File: src/rtl/dltap_dma.sv
module dltap_dma #(
  parameter int DW  = 32,
  parameter int IAW = 16,
  parameter int EAW = 16,
  parameter int CW  = 16
) (
  input  logic           clk,
  input  logic           rst_n,
  input  logic           start,
  input  logic [IAW-1:0] pb_addr,
  output logic           busy,
  output logic           irq,
  output logic           im_req,
  output logic           im_we,
  output logic [IAW-1:0] im_addr,
  output logic [DW-1:0]  im_wdata,
  input  logic [DW-1:0]  im_rdata,
  input  logic           im_ready,
  output logic           em_req,
  output logic [EAW-1:0] em_addr,
  input  logic [DW-1:0]  em_rdata,
  input  logic           em_ready
);

  localparam int PBW   = 11;
  localparam int KW    = $clog2(PBW);
  localparam int SW    = EAW + 2;
  localparam logic [KW-1:0] LASTK = KW'(PBW - 1);

  typedef enum logic [2:0] {S_IDLE, S_PB, S_TAP, S_READ, S_WR, S_NEXT, S_DONE} st_t;

  st_t            state;
  logic [KW-1:0]  k;
  logic [IAW-1:0] pb_ptr, dptr, dmod, tptr, tmod, chain;
  logic [EAW-1:0] eidx, ebase, elen, pos;
  logic [CW-1:0]  tcnt, rcnt, rload;
  logic           ie;
  logic [DW-1:0]  dbuf;

  logic signed [SW-1:0] tap_sum, len_s, tap_wr;
  logic [EAW:0]         pos_p1;
  logic [EAW-1:0]       pos_nx;
  logic                 unused_bits;

  assign len_s   = $signed({2'b00, elen});
  assign tap_sum = $signed({2'b00, eidx}) + $signed(im_rdata[SW-1:0]);
  assign tap_wr  = (tap_sum < 0) ? tap_sum + len_s :
                   (tap_sum >= len_s) ? tap_sum - len_s : tap_sum;
  assign pos_p1  = {1'b0, pos} + (EAW+1)'(1);
  assign pos_nx  = (pos_p1 == {1'b0, elen}) ? '0 : pos_p1[EAW-1:0];
  assign unused_bits = ^{im_rdata[DW-1:SW], tap_wr[SW-1:EAW]};

  assign busy     = (state != S_IDLE);
  assign irq      = (state == S_DONE) && ((chain == '0) || ie);
  assign im_req   = (state == S_PB) || (state == S_TAP) || (state == S_WR);
  assign im_we    = (state == S_WR);
  assign im_wdata = dbuf;
  assign em_req   = (state == S_READ);
  assign em_addr  = ebase + pos;

  always_comb begin
    case (state)
      S_PB:    im_addr = pb_ptr + IAW'(k);
      S_TAP:   im_addr = tptr;
      S_WR:    im_addr = dptr;
      default: im_addr = '0;
    endcase
  end

  always_ff @(posedge clk or negedge rst_n) begin
    if (!rst_n) begin
      state  <= S_IDLE;
      k      <= '0;
      pb_ptr <= '0;
      dptr   <= '0;
      dmod   <= '0;
      tptr   <= '0;
      tmod   <= '0;
      chain  <= '0;
      eidx   <= '0;
      ebase  <= '0;
      elen   <= '0;
      pos    <= '0;
      tcnt   <= '0;
      rcnt   <= '0;
      rload  <= '0;
      ie     <= 1'b0;
      dbuf   <= '0;
    end else begin
      case (state)
        S_IDLE: if (start) begin
          pb_ptr <= pb_addr;
          k      <= '0;
          rcnt   <= '0;
          state  <= S_PB;
        end
        S_PB: if (im_ready) begin
          case (k)
            KW'(0):  dptr  <= im_rdata[IAW-1:0];
            KW'(1):  dmod  <= im_rdata[IAW-1:0];
            KW'(2):  eidx  <= im_rdata[EAW-1:0];
            KW'(3):  ebase <= im_rdata[EAW-1:0];
            KW'(4):  elen  <= im_rdata[EAW-1:0];
            KW'(5):  tptr  <= im_rdata[IAW-1:0];
            KW'(6):  tmod  <= im_rdata[IAW-1:0];
            KW'(7):  tcnt  <= im_rdata[CW-1:0];
            KW'(8):  rload <= im_rdata[CW-1:0];
            KW'(9):  chain <= im_rdata[IAW-1:0];
            default: ie    <= im_rdata[0];
          endcase
          k <= k + KW'(1);
          if (k == LASTK) state <= S_NEXT;
        end
        S_TAP: if (im_ready) begin
          pos   <= tap_wr[EAW-1:0];
          tptr  <= tptr + tmod;
          tcnt  <= tcnt - CW'(1);
          rcnt  <= rload;
          state <= S_NEXT;
        end
        S_READ: if (em_ready) begin
          dbuf  <= em_rdata;
          pos   <= pos_nx;
          rcnt  <= rcnt - CW'(1);
          state <= S_WR;
        end
        S_WR: if (im_ready) begin
          dptr  <= dptr + dmod;
          state <= S_NEXT;
        end
        S_NEXT: begin
          if (rcnt != '0)      state <= S_READ;
          else if (tcnt != '0) state <= S_TAP;
          else                 state <= S_DONE;
        end
        S_DONE: begin
          if (chain != '0) begin
            pb_ptr <= chain;
            k      <= '0;
            rcnt   <= '0;
            state  <= S_PB;
          end else begin
            state  <= S_IDLE;
          end
        end
        default: state <= S_IDLE;
      endcase
    end
  end

endmodule

File: config.mk
export PLATFORM = sky130hd
export DESIGN_NAME = dltap_dma
export DESIGN_NICKNAME = d
export VERILOG_FILES = /design/src/rtl/dltap_dma.sv
export SDC_FILE = /design/constraint.sdc
export NUM_CORES = 1
export LEC_CHECK = 0
export CAP_MARGIN = 20
export CORE_ASPECT_RATIO = 2
export CORE_MARGIN = 3
export CORE_UTILIZATION = 65
export CTS_CLUSTER_SIZE = 20
export DETAILED_ROUTE_END_ITERATION = 8
export DONT_BUFFER_PORTS = 1
export HOLD_SLACK_MARGIN = 0.15
export PLACE_DENSITY = 0.81
export RECOVER_POWER = 100
export SLEW_MARGIN = 15
export SYNTH_ARGS = -nofsm -noshare
export SYNTH_HDL_FRONTEND = slang
export SYNTH_SLANG_ARGS = --single-unit
File: constraint.sdc
create_clock -name clk -period 5.3 [get_ports clk]
set_input_delay 1.06 -clock clk [delete_from_list [all_inputs] [get_ports clk]]
set_output_delay 1.06 -clock clk [all_outputs]
set_load 0.03 [all_outputs]
==> flow_summary.yaml, run 1 <==
status:
  run_status: "finished, violations left"
  violations: "capacitance limit, slew limit"
sta:
  tightest_slew_ns: 1.77
  fin_skew_ns: 0.0133
  rsz0062_at_grt: "false"
  period_minus_slack_ns: 4.99
  max_slew_margin_pct: -17.9
  hold_violations: 0
  setup_viol: 0
  max_freq_mhz: 200
  final_max_slew_viol_count: 52
  fin_crit_sh_pct: 94.2
  setup_tns_ns: 0
floorplan:
  core-area_mm2: 0.0247
  rows: 81
  io_pins: 154
  die_y_um: 231
  initial_utilization_pct: 66.8
  die_area_mm2: 0.0275
  fp.dieW_um: 119
cts:
  path_clk_slew_ns: 0.07
  cts_buffers: 24
  ctsHoldBuffers: 0
  cts.sinks: 248
  clock_path_buffers: 3
  cts_tree: "done"
  cts_root_buffer: "clkbuf_16"
  htreeDepth: 1
  cts_resized: 0
  cts_setup_buffers: 0
  clock_latency_ns: 0.54
place:
  numPortBuffers: 0
  hpwl_um: 33700
  gp_congestion: 0.979
finish:
  final_layout_size_suffix_gt1_share_pct: 13.4
  nets: 1947
  fillers: 1930
  final_cell_mix: "248 x dfrtp_1, 155 x o21ai_0, 139 x mux2_2, 138 x nand2_1, 125 x nor2_1"
  diodes: 0
  area_growth_pct: 7.29
  mostFrequentLayoutCell: "dfrtp_1"
synth:
  ys.flop_type: "dfrtp_1"
  synth-seq-area-share_pct: 37.6
  ys_ff_latch: 248
  synth_top_family_by_area: "compound AO/OA/AOI/OAI gates"
  synth_area_leader_cell: "dfrtp_1"
  synthCells: 1766
  synthTopCellsByArea: "dfrtp_1 38%, mux2_2 9.5%, ha_1 7.8%"
  synth-simple-area-share_pct: 14.0
  synth_area_per_cell_um2: 9.35
  synth_edf_count: 0
  synth_nets: 1961
  synth-compound-area-share_pct: 18.6
  synthAdderAreaFrac_pct: 8.65
  synth_cell_types: 82
  synth_top_area_share_pct: 37.6
  synth_xor_area_share_pct: 5.41
  yosys_warnings: 0
  netlist_area_mm2: 0.0165
  synthArstFlopShare_pct: 100
  muxShareOfSynthArea_pct: 11.5
run:
  cap_violations: 2
setup_path:
  cp_common_cell: "nor2_1"
  path_delay_family: "compound AO/OA/AOI/OAI gates"
  cpPeakStageDelay_ns: 0.45
  path_cells: "ha_1, fa_1, a211o_1, a2111oi_4, o31a_1, nand2b_1, xnor2_1, ha_1, nor2_1, nor2_1, a221oi_1, a21oi_1, or3_4, buf_4, nor2_1, a21oi_1, o21ai_0, o311ai_1"
  worst_setup_path_start_kind: "input port"
  critPathKind: "input port to register"
  crit_slowest_cell: "or3_4"
  path_max_fanout: 12
  cp.required_ns: 5.70
  crit_buf_inv: 1
  endpoint_kind: "register"
  worst_ep_arrival_time_ns: 5.39
power_and_ir_drop:
  peakVddDrop_v: 0.000766
  power.total_w: 0.0137
  power_density_mw_per_mm2: 774
  p_leak_nw: 8.10
global_route:
  globalRouteTotalUtil_pct: 33.7
  antenna_found_initial: 0
  grt_pass1_wl_um: 73300
  overflow: 0
  grt_max_degree: 249
  grt_pass1_vias: 14100
routing:
  drc_errors: 0
  drt_iter0_drc: 946
  ant_nets: 0
  vias: 13800
  wire_per_inst_um: 22.2
  finalWirelength_um: 46600
  drt-vias-per-instance: 6.59
  firstDrtPassIters: 6
min_path:
  hp-class: "input port to async pin"
==> cells by family after synthesis <==
family / Yosys count
buffers and inverters: 171
AND/OR/NAND/NOR: 476
multiplexers: 173
flip-flops: 248
AO/OA/AOI/OAI: 486
XOR/XNOR: 102
adder cells (fa/ha/maj): 110
==> where the power goes <==
part           total, W  switching [W]  leakage (nW)  internal [W]
combinational   0.00804        0.00467          4.51       0.00338
sequential      0.00384        0.00113          3.17       0.00270
clock           0.00184       0.000749         0.415       0.00109
total            0.0137        0.00655          8.10       0.00717
==> through the flow <==
step / setup slack [ns] / hold slack (ns) / cell area [um^2] / utilization (%) / std cells
after detailed placement: 0.0110 / 0.479 / 16900 / 68.5 / 2058
after CTS: 0.574 / 0.208 / 17800 / 71.9 / 2098
after global routing: 0.155 / 0.197 / 17700 / 71.7 / 2098
final: 0.308 / 0.210 / 17700 / 71.7 / 2098
after floorplan: 0.421 / 0.450 / 16500 / - / 1766
after global placement: 0.0839 / 0.467 / 16900 / 68.5 / 2058
==> per-layer routing <==
| metal | GRT usage [%] | up-vias | share of wire, % |
|---|---|---|---|
| li1 | - | 6327 | - |
| met1 | 33.5 | 6745 | 33 |
| met2 | 62.0 | 529 | 53 |
| met3 | 3.79 | 220 | 5.1 |
| met4 | 27.4 | 0 | 9.7 |
| met5 | 0 | - | 0 |
==> flip-flops by register name (all words and copies together) (netlist names) <==
| name | count |
|---|---|
| chain | 16 |
| dmod | 16 |
| dptr | 16 |
| ebase | 16 |
| eidx | 16 |
| elen | 16 |
| ie | 1 |
| im_wdata | 32 |
| k | 4 |
| pb_ptr | 16 |
| pos | 16 |
| rcnt | 16 |
| rload | 16 |
| state | 3 |
| tcnt | 16 |
| tmod | 16 |
| tptr | 16 |
==> final timing paths <==
path / start / slack (ns) / depth (start not counted) / endpoint
setup reg to reg: eidx[0]$_DFFE_PN0P_ / 0.44 / 18 / pos[7]$_DFFE_PN0P_
max in group asynchronous: rst_n / 4.44 / 0 / tcnt[6]$_DFFE_PN0P_
setup / recovery: im_rdata[0] / 0.31 / 18 / pos[7]$_DFFE_PN0P_
hold reg to reg: pb_ptr[0]$_DFFE_PN0P_ / 0.49 / 2 / pb_ptr[0]$_DFFE_PN0P_
hold / removal: rst_n / 0.21 / 0 / pb_ptr[2]$_DFFE_PN0P_
min in group clk: pb_ptr[0]$_DFFE_PN0P_ / 0.49 / 2 / pb_ptr[0]$_DFFE_PN0P_
==> synthesized netlist by cell type, types with 13 or more instances <==
master	n
o21bai_1	14
a22oi_1	24
a211oi_1	16
nand2b_1	15
nor3_1	34
and3_1	17
nor2_1	125
dfrtp_1	248
xor2_1	38
o21a_1	14
o21ai_0	151
nor2b_1	28
a21o_1	28
mux2i_1	33
mux2_2	140
o21ai_1	13
ha_1	103
a21oi_1	116
clkbuf_1	61
nand2_1	138
inv_1	81
nor4_1	14
a31oi_1	13
nand3_1	33
xnor2_1	64
==> cell type report <==
class                      count  area, um^2  share of cell area [%]
clock inverter                11         169                   0.953
timing repair buffer          49         323                    1.82
clock buffer                  29         669                    3.78
tap                          332         415                    2.34
inverter                      82         308                    1.74
multi-input combinational   1347        9630                    54.3
sequential                   248        6210                    35.0
No activity file was read; power rests on OpenSTA's default activity.
==> run 2, diff against run 1 <==
--- a/config.mk
+++ b/config.mk
@@ -6,14 +6,16 @@
 export NUM_CORES = 1
 export LEC_CHECK = 0
 export CAP_MARGIN = 20
-export CORE_ASPECT_RATIO = 2
+export CELL_PAD_IN_SITES_DETAIL_PLACEMENT = 1
+export CELL_PAD_IN_SITES_GLOBAL_PLACEMENT = 2
+export CORE_ASPECT_RATIO = 1.4
 export CORE_MARGIN = 3
-export CORE_UTILIZATION = 65
+export CORE_UTILIZATION = 41
 export CTS_CLUSTER_SIZE = 20
 export DETAILED_ROUTE_END_ITERATION = 8
 export DONT_BUFFER_PORTS = 1
 export HOLD_SLACK_MARGIN = 0.15
-export PLACE_DENSITY = 0.81
+export PLACE_DENSITY_LB_ADDON = 0.1
 export RECOVER_POWER = 100
 export SLEW_MARGIN = 15
 export SYNTH_ARGS = -nofsm -noshare
==> run 2 against run 1 <==
  * The flow still finishes with violations (capacitance limit, slew limit)
  * Clock-buffer cell count up 8
  * Via count is 2.0% lower
  * Clock skew is 0.0080 ns higher
  * Critical path depth down 5
  * Combinational power grew 1%
  * First-iteration DRC count fell by 28%
  * Maximum frequency grew 1.5%
  * Worst setup slack better by 0.072 ns
  * Highest routed layer unchanged
==> flow_summary.yaml, run 2 (same netlist as run 1, synthesis figures left out) <==
global_route:
  top_usage_layer: "met2"
  use_met2_pct: 49.1
  overflow: 0
  grt_util_met3_pct: 2.56
  grt_max_degree: 249
  grt_pass1_wl_um: 85700
  grt_pass1_vias: 14600
  use_met1_pct: 29.0
  antenna_found_initial: 3
  globalRouteTotalUtil_pct: 25.4
cts:
  cts_buffers: 28
  cts_root_buffer: "clkbuf_16"
  htreeDepth: 1
  ctsHoldBuffers: 0
  cts_tree: "done"
  cts.sinks: 248
  cts_resized: 0
  cts_setup_buffers: 0
  path_clk_slew_ns: 0.07
  clock_path_buffers: 3
  clock_latency_ns: 0.56
setup_path:
  cpPeakStageDelay_ns: 0.61
  critPathKind: "register to output pin"
  path_delay_family: "compound AO/OA/AOI/OAI gates"
  path_max_fanout: 8
  endpoint_kind: "output pin"
  path_cells: "ha_1, inv_1, fa_1, nor2b_1, o21ai_0, a21oi_1, o21ai_0, a21boi_0, o2111ai_1, nand3_1, or4_1, nand2_1, xnor2_1"
  r2r_start: "state[0]$_DFFE_PN0P_"
  crit_buf_inv: 1
  crit_slowest_cell: "xnor2_1"
  worst_setup_path_start_kind: "register"
  r2r_slack_ns: 0.40
  cp_common_cell: "o21ai_0"
  worst_ep_arrival_time_ns: 3.86
  cp.required_ns: 4.24
  startpoint: "pos[0]$_DFFE_PN0P_"
finish:
  layout.cells.non_filler: 2309
  mostFrequentLayoutCell: "dfrtp_1"
  fin_util_pct: 45.8
  final_layout_size_suffix_gt1_share_pct: 14.0
  stdcell_area_mm2: 0.0181
  nets: 1953
  largest_reg_flops: 32
  final_cell_mix: "248 x dfrtp_1, 153 x o21ai_0, 140 x mux2_2, 138 x nand2_1, 125 x nor2_1"
  area_growth_pct: 9.79
floorplan:
  fp.dieW_um: 176
  die_area_mm2: 0.0428
  core-area_mm2: 0.0396
  initial_utilization_pct: 41.7
  die_y_um: 243
  io_pins: 154
  rows: 86
sta:
  rsz0062_at_grt: "false"
  fin_skew_ns: 0.0214
  hold_violations: 0
  fin_crit_sh_pct: 92.8
  setup_viol: 0
  fin_ws_ns: 0.380
  period_minus_slack_ns: 4.92
  max_slew_margin_pct: -30.6
  final_max_slew_viol_count: 35
  tightest_slew_ns: 1.96
  max_freq_mhz: 203
routing:
  firstDrtPassIters: 5
  drc_errors: 0
  vias: 13600
  ant_nets: 0
  drt_iter0_drc: 677
  drt-vias-per-instance: 5.87
  wire_per_inst_um: 23.5
  finalWirelength_um: 54300
place:
  gp_congestion: 0.851
  dp_slack_ns: -0.00419
  post_dp_cell_area_mm2: 0.0172
  placedCellCount: 2256
  hpwl_um: 39100
  numPortBuffers: 0
power_and_ir_drop:
  peakVddDrop_v: 0.000522
  p_leak_nw: 8.18
  power_density_mw_per_mm2: 775
status:
  violations: "capacitance limit, slew limit"
  run_status: "finished, violations left"
run:
  cap_violations: 1
min_path:
  hp-class: "input port to async pin"
==> run 2: final cells by class <==
class | instances | area (um^2)
Inverter | 82 | 308
Clock buffer | 37 | 806
Sequential cell | 248 | 6210
Clock inverter | 15 | 169
Multi-Input combinational cell | 1347 | 9630
Fill cell | 4630 | 21500
Antenna cell | 1 | 2.50
Tap cell | 528 | 661
Timing Repair Buffer | 51 | 352
==> run 2: power breakdown <==
part	switching [W]	total [W]	internal [W]	leakage, nW
logic	0.00474	0.00816	0.00341	4.52
registers	0.00112	0.00382	0.00270	3.17
clock network	0.000846	0.00207	0.00122	0.482
total	0.00671	0.0140	0.00734	8.18
==> run 2: worst paths after layout <==
| path | to | cells after the start |
|---|---|---|
| worst max-delay path | em_addr[12] | 13 |
| worst min-delay path | pb_ptr[3]$_DFFE_PN0P_ | 0 |
| worst max register to register | pos[6]$_DFFE_PN0P_ | 11 |
| worst min register to register | tmod[13]$_DFFE_PN0P_ | 2 |
| max in group asynchronous | k[2]$_DFFE_PN0P_ | 0 |
| min in group clk | tmod[13]$_DFFE_PN0P_ | 2 |
==> run 2: per-layer routing <==
layer / routed length [um] / share of wire, %
met5: 0 / 0
met4: 1870 / 3.4
met3: 1340 / 2.5
met2: 29600 / 54
met1: 21500 / 40
==> run 2: per-stage QoR <==
| step | hold WS (ns) | TNS, ns | total power (W) |
|---|---|---|---|
| global placement | 0.473 | 0 | 0.0118 |
| CTS | 0.173 | 0 | 0.0142 |
| detailed placement | 0.479 | -0.00419 | 0.0121 |
| global route | 0.162 | 0 | 0.0153 |
| finish | 0.199 | 0 | 0.0140 |
| floorplan | 0.450 | 0 | 0.00970 |
